File: src/rtl/rename_pkg.sv
package rename_pkg;
  localparam int unsigned ARCH_REGS_D = 4;
  localparam int unsigned PHYS_REGS_D = 8;
  localparam int unsigned NUM_SRC_D   = 2;
  localparam int unsigned OPND_W_D    = 8;

  function automatic int unsigned idx_w(input int unsigned n);
    return (n > 1) ? $clog2(n) : 1;
  endfunction
endpackage

File: src/rtl/rename_map_table.sv
module rename_map_table
  import rename_pkg::*;
#(
  parameter int unsigned ARCH_REGS = ARCH_REGS_D,
  parameter int unsigned PHYS_REGS = PHYS_REGS_D,
  parameter int unsigned NUM_RD    = NUM_SRC_D,
  localparam int unsigned ARCH_W = idx_w(ARCH_REGS),
  localparam int unsigned PHYS_W = idx_w(PHYS_REGS)
) (
  input  logic                           clk_i,
  input  logic                           rst_ni,
  input  logic [NUM_RD-1:0][ARCH_W-1:0]  raddr_i,
  output logic [NUM_RD-1:0][PHYS_W-1:0]  rdata_o,
  input  logic                           we_i,
  input  logic [ARCH_W-1:0]              waddr_i,
  input  logic [PHYS_W-1:0]              wdata_i
);
  logic [PHYS_W-1:0] map_q [ARCH_REGS];

  always_ff @(posedge clk_i or negedge rst_ni) begin
    if (!rst_ni) begin
      for (int i = 0; i < ARCH_REGS; i++) map_q[i] <= PHYS_W'(i);
    end else if (we_i) begin
      map_q[waddr_i] <= wdata_i;
    end
  end

  // reads see pre-update state: same-instruction sources get old mapping
  for (genvar g = 0; g < NUM_RD; g++) begin : g_rd
    assign rdata_o[g] = map_q[raddr_i[g]];
  end

  a_r2_write_lands: assert property (@(posedge clk_i) disable iff (!rst_ni)
    we_i |=> map_q[$past(waddr_i)] == $past(wdata_i));
endmodule

File: src/rtl/rename_free_list.sv
module rename_free_list
  import rename_pkg::*;
#(
  parameter int unsigned ARCH_REGS = ARCH_REGS_D,
  parameter int unsigned PHYS_REGS = PHYS_REGS_D,
  localparam int unsigned DEPTH  = PHYS_REGS - ARCH_REGS,
  localparam int unsigned PHYS_W = idx_w(PHYS_REGS),
  localparam int unsigned PTR_W  = idx_w(DEPTH),
  localparam int unsigned CNT_W  = $clog2(DEPTH + 1)
) (
  input  logic              clk_i,
  input  logic              rst_ni,
  input  logic              pop_i,
  output logic [PHYS_W-1:0] head_o,
  output logic              empty_o,
  input  logic              push_i,
  input  logic [PHYS_W-1:0] push_preg_i
);
  logic [PHYS_W-1:0] fifo_q [DEPTH];
  logic [PTR_W-1:0]  head_q, tail_q;
  logic [CNT_W-1:0]  count_q;

  function automatic logic [PTR_W-1:0] bump(input logic [PTR_W-1:0] p);
    return (p == PTR_W'(DEPTH - 1)) ? '0 : p + PTR_W'(1);
  endfunction

  always_ff @(posedge clk_i or negedge rst_ni) begin
    if (!rst_ni) begin
      for (int i = 0; i < DEPTH; i++) fifo_q[i] <= PHYS_W'(ARCH_REGS + i);
      head_q  <= '0;
      tail_q  <= '0;
      count_q <= CNT_W'(DEPTH);
    end else begin
      if (push_i) begin
        fifo_q[tail_q] <= push_preg_i;
        tail_q         <= bump(tail_q);
      end
      if (pop_i) head_q <= bump(head_q);
      count_q <= count_q + CNT_W'(push_i) - CNT_W'(pop_i);
    end
  end

  assign head_o  = fifo_q[head_q];
  assign empty_o = (count_q == '0);

  a_r6_no_underflow: assert property (@(posedge clk_i) disable iff (!rst_ni)
    pop_i |-> count_q != '0);
  a_r7_no_overflow: assert property (@(posedge clk_i) disable iff (!rst_ni)
    (push_i && !pop_i) |-> count_q < CNT_W'(DEPTH));
endmodule

File: src/rtl/rename_src_port.sv
module rename_src_port
  import rename_pkg::*;
#(
  parameter int unsigned ARCH_REGS = ARCH_REGS_D,
  parameter int unsigned PHYS_REGS = PHYS_REGS_D,
  parameter int unsigned OPND_W    = OPND_W_D,
  localparam int unsigned ARCH_W = idx_w(ARCH_REGS),
  localparam int unsigned PHYS_W = idx_w(PHYS_REGS)
) (
  input  logic [OPND_W-1:0] opnd_i,
  input  logic              imm_i,
  output logic [ARCH_W-1:0] lookup_o,
  input  logic [PHYS_W-1:0] preg_i,
  output logic [OPND_W-1:0] opnd_o
);
  assign lookup_o = opnd_i[ARCH_W-1:0];
  assign opnd_o   = imm_i ? opnd_i : OPND_W'(preg_i);
endmodule

File: src/rtl/rename_stage.sv
module rename_stage
  import rename_pkg::*;
#(
  parameter int unsigned ARCH_REGS = ARCH_REGS_D,
  parameter int unsigned PHYS_REGS = PHYS_REGS_D,
  parameter int unsigned NUM_SRC   = NUM_SRC_D,
  parameter int unsigned OPND_W    = OPND_W_D,
  localparam int unsigned ARCH_W = idx_w(ARCH_REGS),
  localparam int unsigned PHYS_W = idx_w(PHYS_REGS)
) (
  input  logic                           clk_i,
  input  logic                           rst_ni,
  input  logic                           valid_i,
  input  logic                           dest_valid_i,
  input  logic [ARCH_W-1:0]              dest_arch_i,
  input  logic [NUM_SRC-1:0][OPND_W-1:0] src_i,
  input  logic [NUM_SRC-1:0]             src_imm_i,
  input  logic                           rel_valid_i,
  input  logic [PHYS_W-1:0]              rel_preg_i,
  output logic                           valid_o,
  output logic                           stall_o,
  output logic [NUM_SRC-1:0][OPND_W-1:0] src_o,
  output logic [PHYS_W-1:0]              dest_preg_o
);
  logic                           fl_empty;
  logic [PHYS_W-1:0]              fl_head;
  logic                           alloc;
  logic [NUM_SRC-1:0][ARCH_W-1:0] rd_addr;
  logic [NUM_SRC-1:0][PHYS_W-1:0] rd_data;

  assign stall_o     = valid_i & dest_valid_i & fl_empty;
  assign valid_o     = valid_i & ~stall_o;
  assign alloc       = valid_o & dest_valid_i;
  assign dest_preg_o = fl_head;

  for (genvar g = 0; g < NUM_SRC; g++) begin : g_src
    rename_src_port #(
      .ARCH_REGS(ARCH_REGS), .PHYS_REGS(PHYS_REGS), .OPND_W(OPND_W)
    ) u_src (
      .opnd_i  (src_i[g]),
      .imm_i   (src_imm_i[g]),
      .lookup_o(rd_addr[g]),
      .preg_i  (rd_data[g]),
      .opnd_o  (src_o[g])
    );
  end

  rename_map_table #(
    .ARCH_REGS(ARCH_REGS), .PHYS_REGS(PHYS_REGS), .NUM_RD(NUM_SRC)
  ) u_map (
    .clk_i  (clk_i),
    .rst_ni (rst_ni),
    .raddr_i(rd_addr),
    .rdata_o(rd_data),
    .we_i   (alloc),
    .waddr_i(dest_arch_i),
    .wdata_i(fl_head)
  );

  rename_free_list #(
    .ARCH_REGS(ARCH_REGS), .PHYS_REGS(PHYS_REGS)
  ) u_fl (
    .clk_i      (clk_i),
    .rst_ni     (rst_ni),
    .pop_i      (alloc),
    .head_o     (fl_head),
    .empty_o    (fl_empty),
    .push_i     (rel_valid_i),
    .push_preg_i(rel_preg_i)
  );

  a_r6_stall_blocks: assert property (@(posedge clk_i) disable iff (!rst_ni)
    stall_o |-> !valid_o);
  a_r9_no_dest_no_stall: assert property (@(posedge clk_i) disable iff (!rst_ni)
    (valid_i && !dest_valid_i) |-> !stall_o);
  a_r10_idle_quiet: assert property (@(posedge clk_i) disable iff (!rst_ni)
    !valid_i |-> (!valid_o && !stall_o));
endmodule

File: config.mk
export PLATFORM = sky130hd
export DESIGN_NAME = rename_stage
export DESIGN_NICKNAME = d
export VERILOG_FILES = /design/src/rtl/rename_pkg.sv /design/src/rtl/rename_map_table.sv /design/src/rtl/rename_free_list.sv /design/src/rtl/rename_src_port.sv /design/src/rtl/rename_stage.sv
export SDC_FILE = /design/constraint.sdc
export NUM_CORES = 1
export LEC_CHECK = 0
export ABC_CLOCK_PERIOD_IN_PS = 4200
export CORE_AREA = 2 2 56 58
export CTS_CLUSTER_SIZE = 14
export DETAILED_ROUTE_END_ITERATION = 7
export DIE_AREA = 0 0 58 60
export DONT_BUFFER_PORTS = 1
export PLACE_DENSITY_LB_ADDON = 0.15
export SYNTH_ARGS = -nofsm -noshare
export SYNTH_HDL_FRONTEND = slang
export SYNTH_HIERARCHICAL = 1
export SYNTH_SLANG_ARGS = --single-unit
export TNS_END_PERCENT = 30
File: constraint.sdc
create_clock -name clk_i -period 4.2 [get_ports clk_i]
set_input_delay 0.42 -clock clk_i [delete_from_list [all_inputs] [get_ports clk_i]]
set_output_delay 0.42 -clock clk_i [all_outputs]
set_load 0.1 [all_outputs]
* Yosys cells after proc, flatten, opt, wreduce, memory -nomap -nowiden
Cells that the tools add are included.
Widths: inputs -> output; s select.
** Storage, ports and cells
- Input port bits :: 28
- Bits in registers :: 31
** Cells by class
- Equal/unequal tests :: 2
- Order comparisons :: 7
- Bitwise operators :: 10
- Mux-type cells :: 19
- Add/sub/neg operators :: 4
- Reduce and logical (&&, ||, !) cells :: 3
** Operators with widths (count)
- $bwmux 12 :: 2
- $mux 3 :: 8
- $bmux 3 s2 :: 3
- $mux 8 :: 2
- $ge 3x3->1 const B :: 5
- $not 2->3 :: 5
- $demux 3 s2 :: 2
- $lt 3x1->1 const B :: 2
- $add 2x1->2 const B :: 2
- $and 1x1->1 :: 4
- $eq 2x2->1 const B :: 2
- $mux 2 :: 2
- $add 3x1->3 :: 1
- $logic_not 3->1 :: 1
- $sub 3x1->3 :: 1
- $logic_and 1x1->1 :: 2
- $not 1->1 :: 1

* Logic depth before layout (Yosys ltp)
Gate-level depths: netlist (run 1).
- Word-level depth :: 6
- Gate-level depth with buffers :: 9

* By module
Netlist (run 1), hierarchy kept.
** Modules (own cells, without submodules)
- rename_free_list :: sequential area each 486.7 µm², area an instance 917.1 µm², instances 1, cells each 62
- rename_map_table :: sequential area each 305.3 µm², area an instance 621.8 µm², instances 1, cells each 34
- rename_src_port :: sequential area each 0.0 µm², area an instance 86.3 µm², instances 2, cells each 10
- rename_stage :: sequential area each 0.0 µm², area an instance 22.5 µm², instances 1, cells each 3

* Least setup slack after synthesis (run 1)
OpenSTA, ideal clock, no wires.
- Path type :: reg-to-output
- From :: reg u_fl.count_q[2]
- To :: out valid_o
- Path buffers :: 0
- Stages on the path, launching flop included :: 3
- Data arrival time :: 2.033 ns
- Path slack :: 1.747 ns
- Cell sequence :: dfstp_2 > nor3_1 > a21boi_1
** Between the ends
- Word-level cells in the longest chain between the ends :: 4
** Ends and longest elaborated chain
- start: declaration :: line rename_free_list.sv:21 : logic [CNT_W-1:0] count_q;
- start signal: assignment :: line rename_free_list.sv:32 : count_q <= CNT_W'(DEPTH);
- start signal: assignment :: line rename_free_list.sv:39 : count_q <= count_q + CNT_W'(push_i) - CNT_W'(pop_i);
- $logic_not 3->1 :: line rename_free_list.sv:44 : assign empty_o = (count_q == '0);
- named net fl_empty :: line rename_stage.sv:25 : logic fl_empty;
- $and 1x1->1 :: line rename_stage.sv:31 : assign stall_o = valid_i & dest_valid_i & fl_empty;
- $not 1->1 :: line rename_stage.sv:32 : assign valid_o = valid_i & ~stall_o;
- $and 1x1->1 :: line rename_stage.sv:32
- end: declaration :: line rename_stage.sv:20 : output logic valid_o,
The timed path passes the listed nets, and every way through them passes these cells.

* Worst setup path in the final report (run 1)
- From :: reg u_fl.count_q[1]
- To :: reg u_fl.count_q[2]
** Between the ends
- Word-level cells in the longest chain between the ends :: 6
- Elaborated cells between the ends (all ways) :: 7
- Those cells by class :: add/sub: 2; bitwise: 4; reduce/logical: 1
** Ends and longest elaborated chain
- $logic_not 3->1 :: line rename_free_list.sv:44
- named net fl_empty :: line rename_stage.sv:25
- $and 1x1->1 :: line rename_stage.sv:31
- $not 1->1 :: line rename_stage.sv:32
- $and 1x1->1 :: line rename_stage.sv:32
- $and 1x1->1 :: line rename_stage.sv:33 : assign alloc = valid_o & dest_valid_i;
- named net alloc :: line rename_stage.sv:27 : logic alloc;
- $sub 3x1->3 :: line rename_free_list.sv:39
The timed path passes the listed nets, and every way through them passes these cells.
A chain may end at the register's enable or synchronous reset.

==> out/metrics.csv, run 1 <==
stage,metric,value,unit
finish,Final #Nets,160,
grt,grt ovf,0,
placement,gpl congestion,0.7659,
sta,final worst path period share,57.30,%
floorplanning,Die Span Y,60,um
worst_setup_path,critical path cell sequence,"nor3_1, and3b_1, ha_1, inv_1, ha_1, inv_1, fa_1, xnor2_1, xnor2_1",
worst_setup_path,Worst Path Arrival,2.67,ns
worst_setup_path,slowest CP cell,dfrtp_1,
clock_tree,root buf cell,clkbuf_4,
clock_tree,H-Tree Depth,2,
sta,Fin. Hold Viols,0,
worst_setup_path,crit path kind,reg -> reg,
placement,PortBufs,0,
clock_tree,"CTS clk-pin slew, worst paths",0.10,ns
sta,RSZ-0062 raised after global routing,no,
routing,via count,971,
worst_setup_path,critical path launch point type,flip-flop,
synth,Synth area leaders,"dfrtp_1 26%, mux2_2 21%, dfstp_2 20%",
floorplanning,cell row count,20,
synth,Yosys top cell by area,dfrtp_1,
clock_tree,CTS tree,yes,
worst_hold_path,worst min path class,in -> reg,
routing,TritonRoute pass-1 iters,3,
floorplanning,Die Span X,58,um
sta,TNS Setup,0,ns
finish,final non-filler cell total,158,
worst_setup_path,required time of the critical path,4.46,ns
grt,first-pass GRT wire length,4678,um
routing,Routed WL per cell,17.72,um
routing,Total Wirelength,2799,um
worst_setup_path,maximum fanout along the worst path,7,
routing,Initial DRC Count,23,
synth,syn_nets,155,
grt,aggregate global-route resource usage,18.86,%
grt,vias in the first global route,1010,
placement,Placed Cells,148,
routing,Residual DRC,0,
floorplanning,Die ar.,3480,um^2
status,status,finished clean,
floorplanning,initial core utilization,59.74,%
clock_tree,Post-CTS Setup Inserts,0,
synth,Mapped Avg Cell Area,14.57,um^2
sta,Fmax achieved,415.5,MHz
placement,pre-CTS setup slack,1.810,ns
sta,Slew Limit Fails,0,
clock_tree,Clock Path Buffers,2,
sta,skew final,0.01092,ns
finish,"Area growth, synth to finish",7.576,%
clock_tree,clk_lat worst skew,0.33,ns
sta,final setup vio count,0,
floorplanning,boundary pin count,49,
finish,"commonest non-fill, non-tap cell in the layout",mux2_2,
worst_setup_path,max incr delay on CP,0.43,ns
synth,YS warnings,6,
finish,fill count,221,
finish,Final Util,64.27,%
sta,Slew @ Worst Pin,1.165,ns
finish,most frequent cells in the layout,"32 x mux2_2, 18 x dfrtp_1, 13 x dfstp_2",
floorplanning,CORE AREA,2903,um^2
worst_setup_path,Register-to-Register Path Depth,9,
grt,pin count of the biggest net entering global routing,32,
sta,min Tclk post-route,2.407,ns
sta,relative slew slack,21.85,%
clock_tree,CTS buffer count,5,
finish,share of cells above drive strength 1,56.00,%
placement,placed wire-length estimate,2210,um
sta,fin worst setup slack,1.793,ns
synth,Yosys reg bits,31,
synth,Mapped Area,1734,um^2
synth,Netlist cell types,22,
worst_setup_path,CP endpoint kind,flip-flop,
routing,Via density,6.146,
grt,antenna violations before repair,0,
run,max cap viols,0,
worst_hold_path,Worst Hold Path Cells,1,
synth,post-synthesis sequential area ratio,45.67,%
finish,# diodes,0,
synth,Post-Syn Instances,119,
clock_tree,clk sinks,31,
synth,post-synth top area share,25.97,%
routing,Final ANT Viol Nets,0,
[worst paths after layout]
path,start,endpoint,slack (ns)
worst max register to register,u_fl/count_q[1],u_fl/count_q[2],1.79
max in group asynchronous,rst_ni,u_map/map_q[4],3.44
worst max-delay path,u_fl/count_q[1],u_fl/count_q[2],1.79
min in group asynchronous,rst_ni,u_fl/tail_q[0],0.50
worst min register to register,u_fl/count_q[2],u_fl/count_q[2],0.50
worst min-delay path,rel_valid_i,u_fl/tail_q[1],0.19
[Yosys cell counts]
cell      number
o21ai_0        2
inv_1          6
and3b_1        1
nor2_1         1
dfstp_2       13
nand3b_1       2
or3b_1         1
nor3_1         1
xnor2_1        2
mux4_2         4
nor3b_4        1
and2_2        10
and3_1         1
mux2_2        32
dfrtp_1       18
nand2_1        5
fa_1           1
mux4_1         5
nand3_1        1
buf_4          4
a21boi_1       1
ha_1           7
[logic make-up after synthesis]
group | after synthesis | share of synthesized area (%)
flip-flops | 31 | 45.67
AO/OA/AOI/OAI | 3 | 1.010
adder cells (fa/ha/maj) | 8 | 6.205
multiplexers | 41 | 33.55
AND/OR/NAND/NOR | 24 | 9.523
buffers and inverters | 10 | 3.030
XOR/XNOR | 2 | 1.010
[metal layers]
metal	vias to the layer above	GRT usage, %	part of all wire, %
met2	44	34.25	55
met5	-	0	0
met3	6	6.926	7.1
met4	0	7.309	1.5
li1	443	-	-
met1	478	19.86	37
[final cells by class]
type                       instances  area [um^2]  share of cell area [%]
clock buffer                       6        51.30                   2.750
clock inverter                     2        35.03                   1.878
inverter                           6        22.52                   1.207
multi-input combinational         78        893.4                   47.89
sequential                        31        792.0                   42.45
tap                               33        41.29                   2.213
timing repair buffer               2        30.03                   1.610
[registers in the layout, indices dropped and copies added, names as in the netlist]
name          cells
u_fl/count_q      3
u_fl/fifo_q      12
u_fl/head_q       2
u_fl/tail_q       2
u_map/map_q      12
[stage by stage]
stage / instance area [um^2] / hold slack [ns]
after detailed placement: 1749 / 0.1250
after global placement: 1749 / 0.1251
final: 1866 / 0.1902
after floorplan: 1734 / 0.1244
after CTS: 1866 / 0.1784
after global routing: 1866 / 0.1706
[critical path, delay by kind of cell (launching register included)]
kind                     cells  cell delay [ns]
XOR/XNOR                     2             0.35
adder cells (fa/ha/maj)      3             0.81
buffers and inverters        2             0.10
flip-flops                   1             0.43
AND/OR/NAND/NOR              2             0.64
[timing repair]
action                                 in CTS  in global routing
endpoints found under the hold margin      31                  0
hold buffers                                2                  0
gates resized for setup                     0                  0
Power of run 1 is not shown: default switching activity piles up to over one toggle a cycle in this logic, so the estimate is an artifact.
==> run 2, diff against run 1 <==
--- a/config.mk
+++ b/config.mk
@@ -5,7 +5,7 @@
 export SDC_FILE = /design/constraint.sdc
 export NUM_CORES = 1
 export LEC_CHECK = 0
-export ABC_CLOCK_PERIOD_IN_PS = 4200
+export ABC_CLOCK_PERIOD_IN_PS = 2500
 export CORE_AREA = 2 2 56 58
 export CTS_CLUSTER_SIZE = 14
 export DETAILED_ROUTE_END_ITERATION = 7
==> constraint.sdc (replaced) <==
create_clock -name clk_i -period 2.5 [get_ports clk_i]
set_input_delay 0.25 -clock clk_i [delete_from_list [all_inputs] [get_ports clk_i]]
set_output_delay 0.25 -clock clk_i [all_outputs]
set_load 0.1 [all_outputs]
==> out/metrics.csv, run 2 (synthesis gave the netlist of run 1 again) <==
stage,metric,value,unit,change
status,status,finished clean,,
worst_setup_path,required time of the critical path,2.75,ns,-1.71 ns
routing,via count,1013,,+4.3%
worst_setup_path,CP endpoint kind,flip-flop,,
finish,Final Util,65.09,%,+0.82 points
grt,first-pass GRT wire length,5099,um,+9.0%
finish,# diodes,0,,unchanged
sta,Fin. Hold Viols,0,,unchanged
sta,Slew Limit Fails,0,,unchanged
routing,Initial DRC Count,19,,-17%
worst_setup_path,crit path kind,reg -> reg,,
sta,min Tclk post-route,2.230,ns,-0.1767 ns
finish,"Area growth, synth to finish",8.947,%,
worst_setup_path,Worst Path Arrival,2.48,ns,-0.19 ns
worst_hold_path,worst min path class,in -> reg,,
worst_setup_path,"Buf+Inv Stages, Crit Path",2,,unchanged
finish,"commonest non-fill, non-tap cell in the layout",mux2_2,,
worst_setup_path,critical path cell sequence,"nor3_2, and3b_1, ha_1, inv_1, ha_1, inv_1, fa_1, xnor2_1, xnor2_1",,
routing,Routed WL per cell,18.68,um,+5.5%
clock_tree,CTS buffer count,5,,unchanged
sta,Fmax achieved,448.4,MHz,+7.9%
run,max cap viols,0,,unchanged
finish,fill count,217,,-1.8%
placement,PortBufs,0,,unchanged
grt,pin count of the biggest net entering global routing,32,,unchanged
clock_tree,root buf cell,clkbuf_4,,
placement,Placed Instance Area,1794,um^2,+2.6%
worst_setup_path,maximum fanout along the worst path,3,,-4
grt,vias in the first global route,1127,,+12%
grt,antenna violations before repair,0,,unchanged
floorplanning,Die Span Y,60,um,unchanged
clock_tree,Clock Path Buffers,2,,unchanged
routing,TritonRoute pass-1 iters,4,,+1
floorplanning,boundary pin count,49,,unchanged
finish,final non-filler cell total,164,,+3.8%
routing,Final ANT Viol Nets,0,,unchanged
worst_setup_path,slowest CP cell,dfrtp_1,,
sta,skew final,0.003818,ns,-0.007105 ns
routing,Total Wirelength,3064,um,+9.5%
finish,Final #Nets,166,,+3.8%
floorplanning,cell row count,20,,unchanged
floorplanning,CORE AREA,2903,um^2,unchanged
sta,Slew @ Worst Pin,0.5241,ns,-0.6413 ns
clock_tree,clk_lat worst skew,0.32,ns,about the same
worst_setup_path,Crit path max-delay family,adder cells,,
sta,RSZ-0062 raised after global routing,no,,
floorplanning,initial core utilization,59.74,%,unchanged
routing,Residual DRC,0,,unchanged
clock_tree,Post-CTS Setup Inserts,0,,unchanged
clock_tree,clk sinks,31,,unchanged
floorplanning,Die ar.,3480,um^2,unchanged
sta,relative slew slack,65.21,%,+43 points
worst_setup_path,critical path launch point type,flip-flop,,
grt,aggregate global-route resource usage,20.60,%,+1.7 points
clock_tree,CTS tree,yes,,
finish,Finished Cell Area,1889,um^2,+1.3%
clock_tree,"CTS clk-pin slew, worst paths",0.09,ns,about the same
placement,placed wire-length estimate,2368,um,+7.1%
finish,top flop regs,"u_fl/fifo_q: 12 flops, u_map/map_q: 12 flops, u_fl/count_q: 3 flops",,
placement,Placed Cells,154,,+4.1%
finish,most frequent cells in the layout,"32 x mux2_2, 18 x dfrtp_1, 13 x dfstp_2",,
placement,gpl congestion,0.8141,,+6.3%
clock_tree,H-Tree Depth,2,,unchanged
grt,grt ovf,0,,unchanged
sta,TNS Setup,0,ns,unchanged
worst_setup_path,max incr delay on CP,0.44,ns,about the same
floorplanning,Die Span X,58,um,unchanged
sta,final worst path period share,89.20,%,+32 points
routing,Via density,6.177,,+0.51%
finish,share of cells above drive strength 1,58.02,%,+2.0 points
sta,final setup vio count,0,,unchanged
==> run 2: cell types whose count changed in the layout (fill, tap and decap cells not counted), sizes merged <==
cell	change
buf	+6
bufinv	-1
clkbuf	+1
==> run 2: per-layer routing <==
layer | part of all wire, % | up-vias | GRT usage, % | wire, um
li1 | - | 459 | - | -
met1 | 36 | 496 | 22.05 | 1114
met2 | 55 | 48 | 37.66 | 1676
met3 | 6.4 | 10 | 4.762 | 195
met4 | 2.5 | 0 | 10.96 | 78
met5 | 0 | - | 0 | 0
==> run 2: metrics by stage <==
stage	setup WS, ns	hold slack, ns
after floorplan	0.2166	-0.04559
after global placement	0.3246	-0.04488
after detailed placement	0.1641	-0.04493
after CTS	0.1463	0.009253
after global routing	0.1125	0.01753
final	0.2699	0.02521
==> run 2: what timing repair did <==
| action | in CTS | in global routing |
|---|---|---|
| gates resized for setup | 0 | 1 |
| endpoints found under the setup margin | 0 | 1 |
| endpoints found under the hold margin | 31 | 0 |
| hold buffers | 2 | 0 |
==> run 2: layout make-up <==
cell class              count  area, um^2  area share (%)
inverters                   6       22.52           1.192
repair buffers              8       75.07           3.974
clock inverters             1       5.005          0.2649
multi-input cells          78       898.4           47.55
flip-flops and latches     31       792.0           41.92
clock buffers               7       55.05           2.914
well taps                  33       41.29           2.185
==> run 2: worst paths after layout <==
check,start,end,slack (ns),depth (start not counted)
max,u_fl/count_q[1],u_fl/count_q[2],0.27,9
min,rel_valid_i,u_fl/tail_q[1],0.03,1
max reg2reg,u_fl/count_q[1],u_fl/count_q[2],0.27,9
min reg2reg,u_fl/count_q[2],u_fl/count_q[2],0.51,1
max in group asynchronous,rst_ni,u_fl/fifo_q[1],1.89,2
min in group asynchronous,rst_ni,u_fl/tail_q[1],0.37,2
==> run 2: worst reg2reg max path, cell delays in order, from the launching register on <==
cell and delay (ns):
dfrtp_1 0.44, nor3_2 0.26, and3b_1 0.23, ha_1 0.29, inv_1 0.06, ha_1 0.13
inv_1 0.04, fa_1 0.37, xnor2_1 0.20, xnor2_1 0.15
Power of run 2 is left out for the same reason.
==> run 3, diff against run 2 <==
--- a/config.mk
+++ b/config.mk
@@ -12,6 +12,7 @@
 export DIE_AREA = 0 0 58 60
 export DONT_BUFFER_PORTS = 1
 export PLACE_DENSITY_LB_ADDON = 0.15
+export SLEW_MARGIN = 25
 export SYNTH_ARGS = -nofsm -noshare
 export SYNTH_HDL_FRONTEND = slang
 export SYNTH_HIERARCHICAL = 1
==> results of run 3 <==
No change in the layout: final DEF, timing and power equal those of run 2.
Power of run 3 is left out for the same reason.
